===== src/rtl/sqi_pkg.sv =====
package sqi_pkg;
   localparam int REG_W     = 16;
   localparam int CTRL_ADDR = 0;
   localparam int RES_ADDR  = 1;
   localparam int THR_BASE  = 2;
   localparam int CAP_BIT   = 15;
   localparam int EN_BIT    = 8;
endpackage


===== src/rtl/sqi_index_map.sv =====
module sqi_index_map #(
   parameter int MSE_W = 16,
   parameter int IDX_W = 3
) (
   input  logic [((1<<IDX_W)-1)*MSE_W-1:0] thr_flat,
   input  logic [MSE_W-1:0]                mse,
   output logic [IDX_W-1:0]                idx
);
   localparam int NUM_THR = (1 << IDX_W) - 1;

   logic [NUM_THR-1:0] hit;
   logic [IDX_W-1:0]   cnt;

   for (genvar k = 0; k < NUM_THR; k++) begin : g_cmp
      assign hit[k] = (mse >= thr_flat[k*MSE_W +: MSE_W]);
   end

   always_comb begin
      cnt = '0;
      for (int k = 0; k < NUM_THR; k++) begin
         cnt = cnt + IDX_W'(hit[k]);
      end
      idx = IDX_W'(NUM_THR) - cnt;
   end
endmodule


===== src/rtl/sqi_pair_track.sv =====
module sqi_pair_track #(
   parameter int IDX_W = 3
) (
   input  logic             clk,
   input  logic             rst_n,
   input  logic             en,
   input  logic             sample_valid,
   input  logic [IDX_W-1:0] sample_idx,
   input  logic             reload,
   output logic [IDX_W-1:0] cur_idx,
   output logic [IDX_W-1:0] worst_idx
);
   localparam logic [IDX_W-1:0] IDX_MAX = '1;

   logic             take;
   logic [IDX_W-1:0] cur_nxt;

   assign take    = en && sample_valid;
   assign cur_nxt = take ? sample_idx : cur_idx;

   always_ff @(posedge clk or negedge rst_n) begin
      if (!rst_n) begin
         cur_idx   <= IDX_MAX;
         worst_idx <= IDX_MAX;
      end else begin
         cur_idx <= cur_nxt;
         if (reload) begin
            worst_idx <= cur_nxt;
         end else if (take && (sample_idx < worst_idx)) begin
            worst_idx <= sample_idx;
         end
      end
   end
endmodule


===== src/rtl/sqi_reg_file.sv =====
module sqi_reg_file
   import sqi_pkg::*;
#(
   parameter int NUM_PAIRS = 4,
   parameter int MSE_W     = 16,
   parameter int IDX_W     = 3,
   parameter int ADDR_W    = 4
) (
   input  logic                                clk,
   input  logic                                rst_n,
   input  logic                                reg_wr,
   input  logic                                reg_rd,
   input  logic [ADDR_W-1:0]                   reg_addr,
   input  logic [REG_W-1:0]                    reg_wdata,
   input  logic [NUM_PAIRS*IDX_W-1:0]          cur_flat,
   input  logic [NUM_PAIRS*IDX_W-1:0]          worst_flat,
   output logic                                sqi_en,
   output logic [((1<<IDX_W)-1)*MSE_W-1:0]     thr_flat,
   output logic [NUM_PAIRS-1:0]                reload,
   output logic [REG_W-1:0]                    reg_rdata
);
   localparam int NUM_THR = (1 << IDX_W) - 1;
   localparam int PAIR_W  = (NUM_PAIRS > 1) ? $clog2(NUM_PAIRS) : 1;
   localparam int WST_LSB = IDX_W + 2;

   if (MSE_W > REG_W || MSE_W < IDX_W) begin : g_bad_mse
      $error("MSE_W must lie between IDX_W and the register width");
   end
   if (WST_LSB + IDX_W > EN_BIT) begin : g_bad_idx
      $error("IDX_W too wide for the result layout");
   end
   if (PAIR_W > EN_BIT || NUM_PAIRS != (1 << PAIR_W)) begin : g_bad_pairs
      $error("NUM_PAIRS must be a power of two that fits below the enable bit");
   end
   if (THR_BASE + NUM_THR > (1 << ADDR_W)) begin : g_bad_addr
      $error("ADDR_W too narrow for the threshold table");
   end

   logic                en_q;
   logic [PAIR_W-1:0]   sel_q;
   logic [PAIR_W-1:0]   cap_pair_q;
   logic                cap_live_q;
   logic [REG_W-1:0]    res_q;
   logic [REG_W-1:0]    rdata_q;
   logic [REG_W-1:0]    res_nxt;
   logic [REG_W-1:0]    rd_nxt;
   logic [MSE_W-1:0]    thr_q [NUM_THR];

   logic                wr_ctrl;
   logic                cap_cmd;
   logic                cap_on;
   logic                rd_res;
   logic [PAIR_W-1:0]   sel_w;

   assign wr_ctrl = reg_wr && (reg_addr == ADDR_W'(CTRL_ADDR));
   assign cap_cmd = wr_ctrl && reg_wdata[CAP_BIT];
   assign cap_on  = reg_wdata[EN_BIT];
   assign rd_res  = reg_rd && (reg_addr == ADDR_W'(RES_ADDR));
   assign sel_w   = reg_wdata[PAIR_W-1:0];

   always_comb begin
      res_nxt = '0;
      res_nxt[1 +: IDX_W]       = cur_flat[int'(sel_w)*IDX_W +: IDX_W];
      res_nxt[WST_LSB +: IDX_W] = worst_flat[int'(sel_w)*IDX_W +: IDX_W];
   end

   always_ff @(posedge clk or negedge rst_n) begin
      if (!rst_n) begin
         en_q       <= 1'b0;
         sel_q      <= '0;
         cap_pair_q <= '0;
         cap_live_q <= 1'b0;
         res_q      <= '0;
      end else begin
         if (wr_ctrl) begin
            en_q  <= cap_on;
            sel_q <= sel_w;
         end
         if (cap_cmd) begin
            cap_pair_q <= sel_w;
            cap_live_q <= cap_on;
            res_q      <= cap_on ? res_nxt : '0;
         end
      end
   end

   for (genvar k = 0; k < NUM_THR; k++) begin : g_thr
      localparam logic [MSE_W-1:0] THR_DEF = MSE_W'(k + 1) << (MSE_W - IDX_W);
      logic wr_thr;
      assign wr_thr = reg_wr && (reg_addr == ADDR_W'(THR_BASE + k));
      always_ff @(posedge clk or negedge rst_n) begin
         if (!rst_n) begin
            thr_q[k] <= THR_DEF;
         end else if (wr_thr) begin
            thr_q[k] <= reg_wdata[MSE_W-1:0];
         end
      end
      assign thr_flat[k*MSE_W +: MSE_W] = thr_q[k];
   end

   for (genvar p = 0; p < NUM_PAIRS; p++) begin : g_reload
      assign reload[p] = rd_res && cap_live_q && (cap_pair_q == PAIR_W'(p));
   end

   always_comb begin
      rd_nxt = '0;
      if (reg_addr == ADDR_W'(CTRL_ADDR)) begin
         rd_nxt[EN_BIT]       = en_q;
         rd_nxt[PAIR_W-1:0]   = sel_q;
      end else if (reg_addr == ADDR_W'(RES_ADDR)) begin
         rd_nxt = res_q;
      end
      for (int k = 0; k < NUM_THR; k++) begin
         if (reg_addr == ADDR_W'(THR_BASE + k)) begin
            rd_nxt = REG_W'(thr_q[k]);
         end
      end
   end

   always_ff @(posedge clk or negedge rst_n) begin
      if (!rst_n) begin
         rdata_q <= '0;
      end else if (reg_rd) begin
         rdata_q <= rd_nxt;
      end
   end

   assign sqi_en    = en_q;
   assign reg_rdata = rdata_q;
endmodule


===== src/rtl/sqi_capture_unit.sv =====
module sqi_capture_unit
   import sqi_pkg::*;
#(
   parameter int NUM_PAIRS = 4,
   parameter int MSE_W     = 16,
   parameter int IDX_W     = 3,
   parameter int ADDR_W    = 4
) (
   input  logic                         clk,
   input  logic                         rst_n,
   input  logic [NUM_PAIRS-1:0]         mse_valid,
   input  logic [NUM_PAIRS*MSE_W-1:0]   mse_value,
   input  logic                         reg_wr,
   input  logic                         reg_rd,
   input  logic [ADDR_W-1:0]            reg_addr,
   input  logic [15:0]                  reg_wdata,
   output logic [15:0]                  reg_rdata
);
   localparam int NUM_THR = (1 << IDX_W) - 1;

   if (NUM_PAIRS < 1) begin : g_bad_n
      $error("NUM_PAIRS must be at least 1");
   end

   logic                         sqi_en;
   logic [NUM_THR*MSE_W-1:0]     thr_flat;
   logic [NUM_PAIRS-1:0]         reload;
   logic [NUM_PAIRS*IDX_W-1:0]   cur_flat;
   logic [NUM_PAIRS*IDX_W-1:0]   worst_flat;

   for (genvar p = 0; p < NUM_PAIRS; p++) begin : g_pair
      logic [IDX_W-1:0] samp_idx;

      sqi_index_map #(.MSE_W(MSE_W), .IDX_W(IDX_W)) u_map (
         .thr_flat (thr_flat),
         .mse      (mse_value[p*MSE_W +: MSE_W]),
         .idx      (samp_idx)
      );

      sqi_pair_track #(.IDX_W(IDX_W)) u_track (
         .clk          (clk),
         .rst_n        (rst_n),
         .en           (sqi_en),
         .sample_valid (mse_valid[p]),
         .sample_idx   (samp_idx),
         .reload       (reload[p]),
         .cur_idx      (cur_flat[p*IDX_W +: IDX_W]),
         .worst_idx    (worst_flat[p*IDX_W +: IDX_W])
      );
   end

   sqi_reg_file #(
      .NUM_PAIRS (NUM_PAIRS),
      .MSE_W     (MSE_W),
      .IDX_W     (IDX_W),
      .ADDR_W    (ADDR_W)
   ) u_regs (
      .clk        (clk),
      .rst_n      (rst_n),
      .reg_wr     (reg_wr),
      .reg_rd     (reg_rd),
      .reg_addr   (reg_addr),
      .reg_wdata  (reg_wdata),
      .cur_flat   (cur_flat),
      .worst_flat (worst_flat),
      .sqi_en     (sqi_en),
      .thr_flat   (thr_flat),
      .reload     (reload),
      .reg_rdata  (reg_rdata)
   );
endmodule


===== config.mk =====
export PLATFORM = sky130hd
export DESIGN_NAME = sqi_capture_unit
export DESIGN_NICKNAME = d
export VERILOG_FILES = /design/src/rtl/sqi_pkg.sv /design/src/rtl/sqi_index_map.sv /design/src/rtl/sqi_pair_track.sv /design/src/rtl/sqi_reg_file.sv /design/src/rtl/sqi_capture_unit.sv
export SDC_FILE = /design/constraint.sdc
export NUM_CORES = 1
export LEC_CHECK = 0
export BUFFER_PORTS_ARGS = -buffer_cell sky130_fd_sc_hd__buf_2
export CORE_UTILIZATION = 40
export CTS_CLUSTER_DIAMETER = 30
export CTS_CLUSTER_SIZE = 16
export DETAILED_ROUTE_END_ITERATION = 10
export GPL_TIMING_DRIVEN = 0
export PLACE_DENSITY_LB_ADDON = 0.08
export SLEW_MARGIN = 40
export SYNTH_ARGS = -nofsm -noshare
export SYNTH_HDL_FRONTEND = slang
export SYNTH_HIERARCHICAL = 1
export SYNTH_SLANG_ARGS = --single-unit

===== constraint.sdc =====
create_clock -name clk -period 6.6 [get_ports clk]
set_clock_uncertainty 0.05 [all_clocks]
set_input_delay 1.32 -clock clk [delete_from_list [all_inputs] [get_ports clk]]
set_output_delay 1.32 -clock clk [all_outputs]
set_load 0.02 [all_outputs]

==> flow_metrics.tcl <==
set metrics [dict create \
    fin_nets 2831 \
    cp_common_cell "ha_1" \
    setup_viol 0 \
    whs_ns 0.4602 \
    start_kind "input pin" \
    detail_route.wl_per_cell_um 26.50 \
    drt_wl_total_mm 76.54 \
    drv_cap 0 \
    crit_buf_inv 4 \
    vias_per_cell 5.661 \
    initial_utilization_pct 40.61 \
    io_pins 108 \
    grt_pass1_vias 16100 \
    leakagePower_nw 10.97 \
    fin_crit_ns 6.302 \
    worst_ir_drop_vdd_mv 0.4137 \
    synth_ff_type "dfrtp_1" \
    syn-cell-area_um2 19390 \
    synth.largest_area_cell "ha_1" \
    cp.arrival_ns 6.67 \
    io_buffers 104 \
    grt_pass1_wl_mm 111.2 \
    critical_path.cell_chain "buf_2 -> inv_1 -> ha_1 -> nand2b_1 -> a211oi_1 -> o21bai_1 -> a21oi_1 -> o211ai_1 -> fa_1 -> ha_1 -> inv_1 -> fa_1 -> inv_1 -> ha_1 -> xor2_1 -> ha_1 -> a211oi_2 -> and2_1 -> o311ai_2" \
    critPathMaxStageDelay_ns 0.64 \
    cts_made_buffers 17 \
    yosysWarnings 6 \
    power_mw 6.807 \
    fmaxAchievable_mhz 158.7 \
    final_layout_size_suffix_gt1_share_pct 17.87 \
    fp-row-count 80 \
    path_delay_family "adder cells" \
    maxSlewViolCount 0 \
    postCtsSetupRepairBufs 0 \
    tightestPinTransition_ns 0.9012 \
    final_hold_viol_count 0 \
    drc 0 \
    cts_tree "done" \
    ant_nets 0 \
    outcome "complete, no violations" \
    clkSlewWorstSetupHoldPaths_ns 0.08 \
    antenna_found_initial 5 \
    core_um2 47750 \
    area_growth_pct 10.54 \
    cp_max_fo 7 \
    ys_async_sr_fraction_pct 100.0 \
    slew_headroom_pct 39.42 \
    min_path_cells 1 \
    synth-edff-count 0 \
    cts_root_buf "clkbuf_16" \
    dp_hpwl_mm 61.38 \
    clkSinkCount 164 \
    yosysTopAreaCellShare_pct 30.20 \
    gp_congestion 0.9378 \
    min_from "u_regs/sel_q[0]" \
    vias 16350 \
    r2r-end "g_pair[2].u_track/worst_idx[1]" \
    die_y_um 222.2 \
    drtIter0Drc 1171 \
    gr-total-overflow 0 \
    dr.pass1.iters 5 \
    synth_seq_cells 164 \
    hold_path.class "reg -> reg" \
    end_kind "register" \
    die_w_um 222.2 \
    rrSetupSlack_ns 0.61 \
    die_area_um2 49360 \
    netlist_instances 2134 \
    rsz0062_at_grt "no" \
    htree_num_levels 4 \
    layout_setup_ws_ns 0.2982 \
    r2r_cells 18 \
    track_usage_pct 31.74 \
    yosysSeqAreaShare_pct 21.40 \
    r2r_start "u_regs/thr_flat[110]" \
    grt_max_degree 70 \
    syn_nets 2706 \
    powerDensity_nw_per_um2 317.6 \
    required_ns 6.97 \
    avgSynthCellArea_um2 9.087 \
    clk_path_buf_depth 2 \
    crit_slowest_cell "a21oi_1" \
    critical_path_class "in -> reg" \
    hold_buffers 0 \
    min_to "u_regs/sel_q[0]" \
    final_min_period_over_clock_period_pct 95.48 \
    synthDistinctLibCells 69 \
    clock_latency_ns 0.51 \
    synth_area_leaders "ha_1 (30%), dfrtp_1 (17%), inv_1 (9.0%)" \
    pre_cts_slack_ns -0.4347 \
]
==> cells in the mapped netlist, types with 23 or more instances <==
cell,instances
nand3_1,30
nand2b_1,23
nor2_1,43
nand2_1,94
a21oi_1,146
ha_1,468
dfrtp_1,128
inv_1,465
mux2_2,130
a21o_1,52
o21ai_0,88
dfstp_2,36
nand4_1,54
==> layout make-up <==
type	count	area [um^2]
inverters	465	1745
plain buffers	35	214.0
flip-flops and latches	164	4149
clock inverters	14	187.7
fillers	4703	26310
multi-input cells	1470	13350
clock buffers	18	429.2
repair buffers	106	585.6
well taps	615	769.5
diodes	1	2.502
==> what timing repair did <==
item,CTS,global route
endpoints found under the setup margin,0,2
resized for setup,0,1
hold endpoints to repair,0,0
==> how the worst max path moves through the flow <==
stage                              from                             end  depth (start not counted)
after floorplan           mse_value[32]  g_pair[2].u_track/worst_idx[1]                         17
after global placement    mse_value[48]  g_pair[3].u_track/worst_idx[2]                         19
after detailed placement  mse_value[48]  g_pair[3].u_track/worst_idx[2]                         19
after CTS                 mse_value[48]  g_pair[3].u_track/worst_idx[2]                         19
after global routing       mse_value[0]  g_pair[0].u_track/worst_idx[2]                         19
final                      mse_value[0]  g_pair[0].u_track/worst_idx[2]                         19
==> logic make-up after synthesis <==
| logic type | synth area share (%) |
|---|---|
| buffers and inverters | 10.10 |
| adder cells (fa/ha/maj) | 31.44 |
| AO/OA/AOI/OAI | 15.50 |
| AND/OR/NAND/NOR | 11.02 |
| multiplexers | 10.36 |
| flip-flops | 21.40 |
| XOR/XNOR | 0.1806 |
==> flip-flops by register name, indices dropped and copies added (netlist names) <==
name                      cells
u_regs/cap_pair_q             2
u_regs/sqi_en                 1
g_pair.u_track/cur_idx       12
u_regs/thr_flat             112
g_pair.u_track/worst_idx     12
u_regs/sel_q                  2
u_regs/res_q                  6
u_regs/cap_live_q             1
u_regs/reg_rdata             16
==> layer usage <==
layer  part of all wire (%)  vias to the layer above  track usage (%)  wire length (um)
met4                    5.7                        4            17.50              4385
met2                     45                      419            50.51             34480
li1                       -                     7805                -                 -
met1                     45                     7990            41.65             34460
met5                  0.029                        -                0                22
met3                    4.2                      132            4.060              3198
==> worst reg2reg max path: stages, from the launching register on <==
cell and delay, ns:
dfstp_2 0.64, inv_1 0.08, ha_1 0.32, nand4_1 0.41, nor4_2 0.93, a311o_1 0.52, a211oi_1 0.12, fa_1 0.45
inv_1 0.08, ha_1 0.14, inv_1 0.05, fa_1 0.50, inv_1 0.04, ha_1 0.19, xor2_1 0.36, ha_1 0.33
a211oi_2 0.36, and2_1 0.23, o311ai_2 0.10
==> metrics by stage <==
step	TNS [ns]	cells	instance area (um^2)	util [%]
2_1_floorplan	0	2134	19390	-
3_3_place_gp	-4.606	2853	20680	43.32
3_5_place_dp	-2.029	2855	20810	43.57
4_1_cts	0	2887	21420	44.87
5_1_grt	0	2887	21430	44.89
6_report	0	2888	21430	44.89
==> power breakdown <==
| group | internal (mW) | switching (mW) |
|---|---|---|
| Combinational | 1.54 | 2.24 |
| Sequential | 1.34 | 0.580 |
| Clock | 0.575 | 0.529 |
==> cells in the final DEF, fill, tap and decap left out, types with 36 or more instances in the layout <==
cell type,netlist,routed
ha_1,468,468
inv_1,465,465
a21oi_1,146,146
mux2_2,130,130
dfrtp_1,128,128
buf_2,15,118
nand2_1,94,94
o21ai_0,88,86
nand4_1,54,54
a21o_1,52,52
nor2_1,43,43
dfstp_2,36,36
Power figures use the tool's default switching activity.
